==> src/rtl/fxdot_pkg.sv <==
// Package: binary32 field layout and shared constants for the fixed-point
// dot-product accumulator. Assumes the IEEE754 single-precision layout.
package fxdot_pkg;
    localparam int EXP_W  = 8;
    localparam int FRAC_W = 23;
    localparam int MANT_W = FRAC_W + 1;
    localparam int BIAS   = 127;
    localparam int SH_W   = 12;   // signed alignment shift width
    localparam logic [31:0] QNAN = 32'h7FC0_0000;

    typedef struct packed {
        logic              sgn;
        logic [EXP_W-1:0]  exp;
        logic [FRAC_W-1:0] frac;
    } f32_t;
endpackage

==> src/rtl/fxdot_align.sv <==
// Module: fxdot_align
// Places an unsigned magnitude, scaled by 2^shift_i in units of the window
// lsb, into a signed ACC_W-bit two's complement term. Bits below the lsb are
// truncated and values beyond the largest symmetric magnitude are clamped.
// Assumes the magnitude has its leading one at bit TOP or above whenever
// zero_i is low, and that TOP >= ACC_W-1, so every shift >= 0 saturates.
module fxdot_align import fxdot_pkg::*; #(
    parameter int MAG_W = 48,
    parameter int TOP   = 46,
    parameter int ACC_W = 14
) (
    input  logic [MAG_W-1:0]       mag_i,
    input  logic signed [SH_W-1:0] shift_i,
    input  logic                   neg_i,
    input  logic                   zero_i,
    output logic [ACC_W-1:0]       term_o
);
    localparam int SAT_SH = ACC_W - 1 - TOP;
    localparam logic signed [SH_W-1:0] SAT_SH_V = SH_W'(SAT_SH);
    localparam logic [MAG_W-1:0] MAXV_M = {{(MAG_W-ACC_W+1){1'b0}}, {(ACC_W-1){1'b1}}};
    localparam logic [ACC_W-1:0] MAXV_A = {1'b0, {(ACC_W-1){1'b1}}};

    logic [SH_W-1:0]  rsh;
    logic [MAG_W-1:0] shifted;
    logic [ACC_W-1:0] mag_al;

    // Purpose: compute the clamped, truncated magnitude and apply the sign.
    always_comb begin
        rsh     = -shift_i;
        shifted = mag_i >> rsh;
        if (zero_i) begin
            mag_al = '0;
        end else if (shift_i >= SAT_SH_V) begin
            mag_al = MAXV_A;
        end else if (rsh >= SH_W'(MAG_W)) begin
            mag_al = '0;
        end else if (shifted > MAXV_M) begin
            mag_al = MAXV_A;
        end else begin
            mag_al = shifted[ACC_W-1:0];
        end
        term_o = neg_i ? (~mag_al + 1'b1) : mag_al;
    end
endmodule

==> src/rtl/fxdot_to_f32.sv <==
// Module: fxdot_to_f32
// Converts the signed fixed-point sum (lsb weight 2^LSB_WT) to binary32 with
// a leading-one search. Exact, because the magnitude is narrower than the
// significand. Assumes |acc_i| never reaches 2^(ACC_W-1), which the
// symmetric saturation upstream guarantees.
module fxdot_to_f32 import fxdot_pkg::*; #(
    parameter int ACC_W  = 14,
    parameter int LSB_WT = -6
) (
    input  logic [ACC_W-1:0] acc_i,
    input  logic             nan_i,
    output logic [31:0]      f_o
);
    localparam int LW   = $clog2(ACC_W);
    localparam int SA_W = $clog2(FRAC_W + 1);

    logic              neg;
    logic [ACC_W-2:0]  mag;
    logic [LW-1:0]     lead;
    logic [SA_W-1:0]   sh;
    logic [EXP_W-1:0]  exp_v;
    logic [FRAC_W-1:0] frac_v;

    // Purpose: magnitude, leading-one position and packing of the fields.
    always_comb begin
        neg  = acc_i[ACC_W-1];
        mag  = neg ? (~acc_i[ACC_W-2:0] + 1'b1) : acc_i[ACC_W-2:0];
        lead = '0;
        for (int i = 0; i < ACC_W - 1; i++) begin
            if (mag[i]) lead = LW'(i);
        end
        sh     = SA_W'(FRAC_W) - SA_W'(lead);
        exp_v  = EXP_W'(lead) + EXP_W'(BIAS + LSB_WT);
        frac_v = FRAC_W'(mag) << sh;
        if (nan_i) begin
            f_o = QNAN;
        end else if (mag == '0) begin
            f_o = 32'h0;
        end else begin
            f_o = {neg, exp_v, frac_v};
        end
    end
endmodule

==> src/rtl/fxdot_acc.sv <==
// Module: fxdot_acc (top)
// Dot-product accumulator: seed + sum of NTERMS exact x*y products kept in a
// narrow signed fixed-point window, then one exact conversion to binary32.
// The seed loads during synchronous active-low reset. One pair is consumed
// per edge afterwards, and the result register follows one edge later.
// Assumes ACC_W-1 <= FRAC_W+1 and BIAS+LSB_WT > 0.
module fxdot_acc import fxdot_pkg::*; #(
    parameter int MSB_WT   = 4,
    parameter int LSB_WT   = -6,
    parameter int OVF_BITS = 2,
    parameter int NTERMS   = 2
) (
    input  logic        clk,
    input  logic        rst_n,
    input  logic [31:0] seed_i,
    input  logic [31:0] x_i,
    input  logic [31:0] y_i,
    output logic [31:0] result_o
);
    localparam int ACC_W = OVF_BITS + MSB_WT - LSB_WT + 2;
    localparam int CNT_W = $clog2(NTERMS + 1);
    localparam int PW    = 2 * MANT_W;
    localparam logic signed [SH_W-1:0] PROD_OFF = SH_W'(2*BIAS + 2*FRAC_W + LSB_WT);
    localparam logic signed [SH_W-1:0] SEED_OFF = SH_W'(BIAS + FRAC_W + LSB_WT);
    localparam logic signed [ACC_W:0] POS_LIM = {2'b00, {(ACC_W-1){1'b1}}};
    localparam logic signed [ACC_W:0] NEG_LIM = {2'b11, {(ACC_W-2){1'b0}}, 1'b1};

    f32_t xf, yf, sf;
    logic [PW-1:0]          prod;
    logic signed [SH_W-1:0] prod_sh, seed_sh;
    logic                   x_spec, y_spec, s_spec;
    logic [ACC_W-1:0]       prod_term, seed_term, acc_sum;
    logic signed [ACC_W:0]  wide;
    logic [31:0]            conv;

    logic [ACC_W-1:0] acc_q;
    logic [CNT_W-1:0] cnt_q;
    logic             nan_q;
    logic [31:0]      result_q;

    assign xf = x_i;
    assign yf = y_i;
    assign sf = seed_i;

    // Purpose: exact significand product and its alignment shifts.
    always_comb begin
        prod    = {1'b1, xf.frac} * {1'b1, yf.frac};
        prod_sh = SH_W'(xf.exp) + SH_W'(yf.exp) - PROD_OFF;
        seed_sh = SH_W'(sf.exp) - SEED_OFF;
        x_spec  = &xf.exp;
        y_spec  = &yf.exp;
        s_spec  = &sf.exp;
    end

    fxdot_align #(.MAG_W(PW), .TOP(2*FRAC_W), .ACC_W(ACC_W)) u_prod_align (
        .mag_i   (prod),
        .shift_i (prod_sh),
        .neg_i   (xf.sgn ^ yf.sgn),
        .zero_i  ((xf.exp == '0) || (yf.exp == '0)),
        .term_o  (prod_term)
    );

    fxdot_align #(.MAG_W(MANT_W), .TOP(FRAC_W), .ACC_W(ACC_W)) u_seed_align (
        .mag_i   ({1'b1, sf.frac}),
        .shift_i (seed_sh),
        .neg_i   (sf.sgn),
        .zero_i  (sf.exp == '0),
        .term_o  (seed_term)
    );

    // Purpose: saturating signed addition of the new term to the sum.
    always_comb begin
        wide = $signed({acc_q[ACC_W-1], acc_q}) + $signed({prod_term[ACC_W-1], prod_term});
        if (wide > POS_LIM)       acc_sum = POS_LIM[ACC_W-1:0];
        else if (wide < NEG_LIM)  acc_sum = NEG_LIM[ACC_W-1:0];
        else                      acc_sum = wide[ACC_W-1:0];
    end

    fxdot_to_f32 #(.ACC_W(ACC_W), .LSB_WT(LSB_WT)) u_conv (
        .acc_i (acc_q),
        .nan_i (nan_q),
        .f_o   (conv)
    );

    // Purpose: seed load in reset, term accumulation, result register.
    always_ff @(posedge clk) begin
        if (!rst_n) begin
            acc_q    <= seed_term;
            nan_q    <= s_spec;
            cnt_q    <= '0;
            result_q <= 32'h0;
        end else begin
            if (cnt_q != CNT_W'(NTERMS)) begin
                acc_q <= acc_sum;
                nan_q <= nan_q | x_spec | y_spec;
                cnt_q <= cnt_q + 1'b1;
            end
            result_q <= conv;
        end
    end

    assign result_o = result_q;
endmodule

==> config.mk <==
export PLATFORM = sky130hd
export DESIGN_NAME = fxdot_acc
export DESIGN_NICKNAME = d
export VERILOG_FILES = /design/src/rtl/fxdot_pkg.sv /design/src/rtl/fxdot_align.sv /design/src/rtl/fxdot_to_f32.sv /design/src/rtl/fxdot_acc.sv
export SDC_FILE = /design/constraint.sdc
export NUM_CORES = 2
export LEC_CHECK = 0
export CORE_ASPECT_RATIO = 1.1
export CORE_MARGIN = 4
export CORE_UTILIZATION = 55
export CTS_CLUSTER_DIAMETER = 120
export DETAILED_ROUTE_END_ITERATION = 8
export MAX_ROUTING_LAYER = met4
export PLACE_DENSITY = 0.78
export SLEW_MARGIN = 10
export SYNTH_ARGS = -nofsm -noshare
export SYNTH_HDL_FRONTEND = slang
export SYNTH_HIERARCHICAL = 1
export SYNTH_SLANG_ARGS = --single-unit
==> constraint.sdc <==
create_clock -name clk -period 20 [get_ports clk]
set_clock_uncertainty 0.1 [all_clocks]
set_input_delay 5 -clock clk [delete_from_list [all_inputs] [get_ports clk]]
set_output_delay 5 -clock clk [all_outputs]
set_load 0.01 [all_outputs]
==> results by group <==
Global routing
  – Largest net degree at the start of global routing: 83
  – Antenna violations before repair: 0
  – Global-route usage over all layers: 30.2%
  – Vias in the first global route: ~28000
  – GR Overflow Total: 0
  – First-pass GRT wire length: about 150000 um

Worst hold path
  – HP Start: cnt_q[1]
  – Min-Delay Path Class: register to register
  – Hold EP: cnt_q[1]
  – Hold Crit Depth: 2

STA
  – Max-slew headroom: 16.4%
  – Setup_tns: 0 ns
  – Tightest Pin Transition: ~1.3 ns
  – Unrepaired setup endpoints after global routing: no
  – Final Cycle Share: approximately 95%
  – # setup viols final: 0
  – F_max: 0.0528 GHz
  – Count of final hold-check violations: 0
  – Fin. max-slew vios: 0
  – Min cycle time layout: 18.95 ns

Final layout
  – N_diodes: 0
  – Nets: 4589
  – Layout cell share with drive strength beyond 1: 5.64%
  – P&R area growth vs syn: 6.00%
  – Commonest cells after routing, fill and taps aside: 630 x inv_1, 484 x fa_1, 442 x nand2_1
  – Commonest non-fill, non-tap cell in the layout: inv_1

Placement
  – Global placement routability congestion: 0.991
  – IO buf count: 129
  – Detailed-placement wirelength estimate: 71500 um

Status
  – Outcome: completed

Routing
  – WL/cell: 19.8 um
  – Post-Route WL: 90000 um
  – # DRC: 0
  – Starting DRT DRC Count: 2744
  – Avg Vias per Cell: 6.08
  – First-pass iteration count of the detailed router: 8
  – Routed Antenna Nets: 0
  – Via count: 27556

Run
  – Max-cap check violation count: 0

Floorplan
  – Die span in x: 235 um
  – Die area: between 60000 and 70000 sq um
  – Starting density of the core: 55.5%
  – Core area: 56100 sq um
  – I/O Pins: 130
  – # rows: 91
  – Die Ht: 258 um

Logic synthesis
  – Number of synthesized flops with an enable pin: 15
  – Synth cell types: approximately 120
  – Top cell type's share of synthesized area: between 30% and 40%
  – Yosys reg bits: 49
  – Area contributors post-synth: fa_1 31%, ha_1 8.7%, inv_1 7.6%
  – Yosys Warn Count: 6
  – Synth async-reset ratio: 0%
  – Area leader, netlist: fa_1
  – Synth Flop Type: dfxtp_1
  – Mean area per synthesized cell: 8.19 sq um
  – Cells after synthesis: 3807
  – Synthesized cell area: 31200 sq um
  – Sequential cell area fraction in the yosys report: 3.63%

Critical path
  – CP Class: input pin to register
  – R2R setup slack: 15.10 ns
  – Delay-heaviest family, CP: compound AO/OA/AOI/OAI gates
  – Worst reg-to-reg path cell count: 11
  – Top cell by count, worst path: inv_1
  – Crit path buffers/inverters: 9
  – Reg2reg end: result_o[22]
  – Crit start category: input pin
  – CP required: 19.96 ns
  – Crit path max fanout: 14
  – Arr. time, crit path: around 19 ns
  – CP endpoint kind: register
  – FF-to-FF Start: acc_q[0]
  – Crit-path slowest cell: clkdlybuf4s50_1
  – Max stage delay on crit path: 1.07 ns

CTS
  – Clock slew seen by the registers of the worst setup and hold paths: around 0.09 ns
  – Clk Latency, worst-skew pair: about 0.31 ns
  – Root Driver: clkbuf_16
  – Setup Buffers After CTS: 0
  – CTS sink count: 49
  – Cts hold-fix bufs: 0
  – CTS resizes: 0
  – Htree depth: 2
  – TritonCTS clock tree: done
  – Cts bufs inserted: 5
  – Deepest clock path buffer count: 2
[cell families after synthesis]
| family | Yosys count | share of synthesized area (%) |
|---|---|---|
| AOI/OAI and AO/OA | 669 | 15.2 |
| xor gates and xnor gates | 92 | 2.68 |
| adders and majority gates | 701 | 39.8 |
| buffers and inverters | 876 | 11.3 |
| DFF | 49 | 3.63 |
| muxes | 194 | 7.71 |
| other | 2 | 0.0241 |
| and+or+nand+nor | 1224 | 19.6 |
[worst max-delay path by stage]
stage            start  endpoint  slack [ns]  depth (start not counted)
2_1_floorplan  x_i[19]  acc_q[2]        3.53                         53
3_3_place_gp    x_i[9]  acc_q[0]        1.40                         48
3_5_place_dp    x_i[8]  acc_q[0]        1.15                         51
4_1_cts         x_i[8]  acc_q[0]        1.42                         51
5_1_grt         x_i[8]  acc_q[0]        0.19                         51
6_report        x_i[8]  acc_q[0]        1.05                         51
[state kept, by name, indices dropped and copies added, names as in the netlist]
signal / flops
nan_q: 1
acc_q: 14
result_o: 32
cnt_q: 2
[worst reg2reg max path, delay by kind of cell, from the launching register on]
family	cells	cell delay, ns
buffers and inverters	1	0.46
flip-flops	1	0.74
AO/OA/AOI/OAI	5	1.85
adder cells (fa/ha/maj)	1	0.50
XOR/XNOR	1	0.40
multiplexers	1	0.22
AND/OR/NAND/NOR	2	0.50
[cells in the mapped netlist, drive strengths merged (10+ instances only)]
cell	instances
a21oi	162
a31oi	27
a211oi	40
o21a	13
dfxtp	34
mux4	34
ha	217
fa	484
inv	634
a22oi	13
nand4	21
o211ai	34
xor2	29
mux2i	133
a211o	11
clkbuf	154
a21o	41
and3	22
or4	11
edfxtp	15
o22ai	21
and2	289
xnor2	63
nor2b	20
or2	10
o41ai	10
o311ai	10
or3	13
nor3	63
o21ai	120
nand2b	24
mux2	27
nor2	172
o31ai	19
o21bai	10
nor4	25
a2111oi	12
nand2	443
buf	84
nand3	75
[through the flow]
stage	util [%]	worst slack, ns	std cells	area (sq um)	hold slack [ns]
after detailed placement	58.6	1.15	4527	32900	0.391
after global placement	58.6	1.40	4527	32900	0.372
after floorplan	-	3.53	3822	31200	0.358
final	58.8	1.05	4535	33000	0.404
after CTS	58.8	1.42	4535	33000	0.411
after global routing	58.8	0.191	4535	33000	0.462
[area by class of cell]
type / count / area, sq um
Clock buffer: 5 / 125
Sequential cell: 49 / 1130
Timing Repair Buffer: 199 / 1810
Multi-Input combinational cell: 2897 / 26600
Tap cell: 744 / 931
Clock inverter: 3 / 28.8
Inverter: 638 / 2390
Fill cell: 5006 / 23100
[layer usage]
metal | wire length [um] | GRT usage (%) | up-vias
met5 | 0 | - | -
met4 | 3220 | 9.04 | 0
li1 | - | - | 12525
met2 | 41700 | 47.8 | 1407
met3 | 8240 | 4.84 | 240
met1 | 36800 | 40.6 | 13384
Power is not shown: default switching activity piles up to over one toggle a cycle in this logic, so the estimate is an artifact.
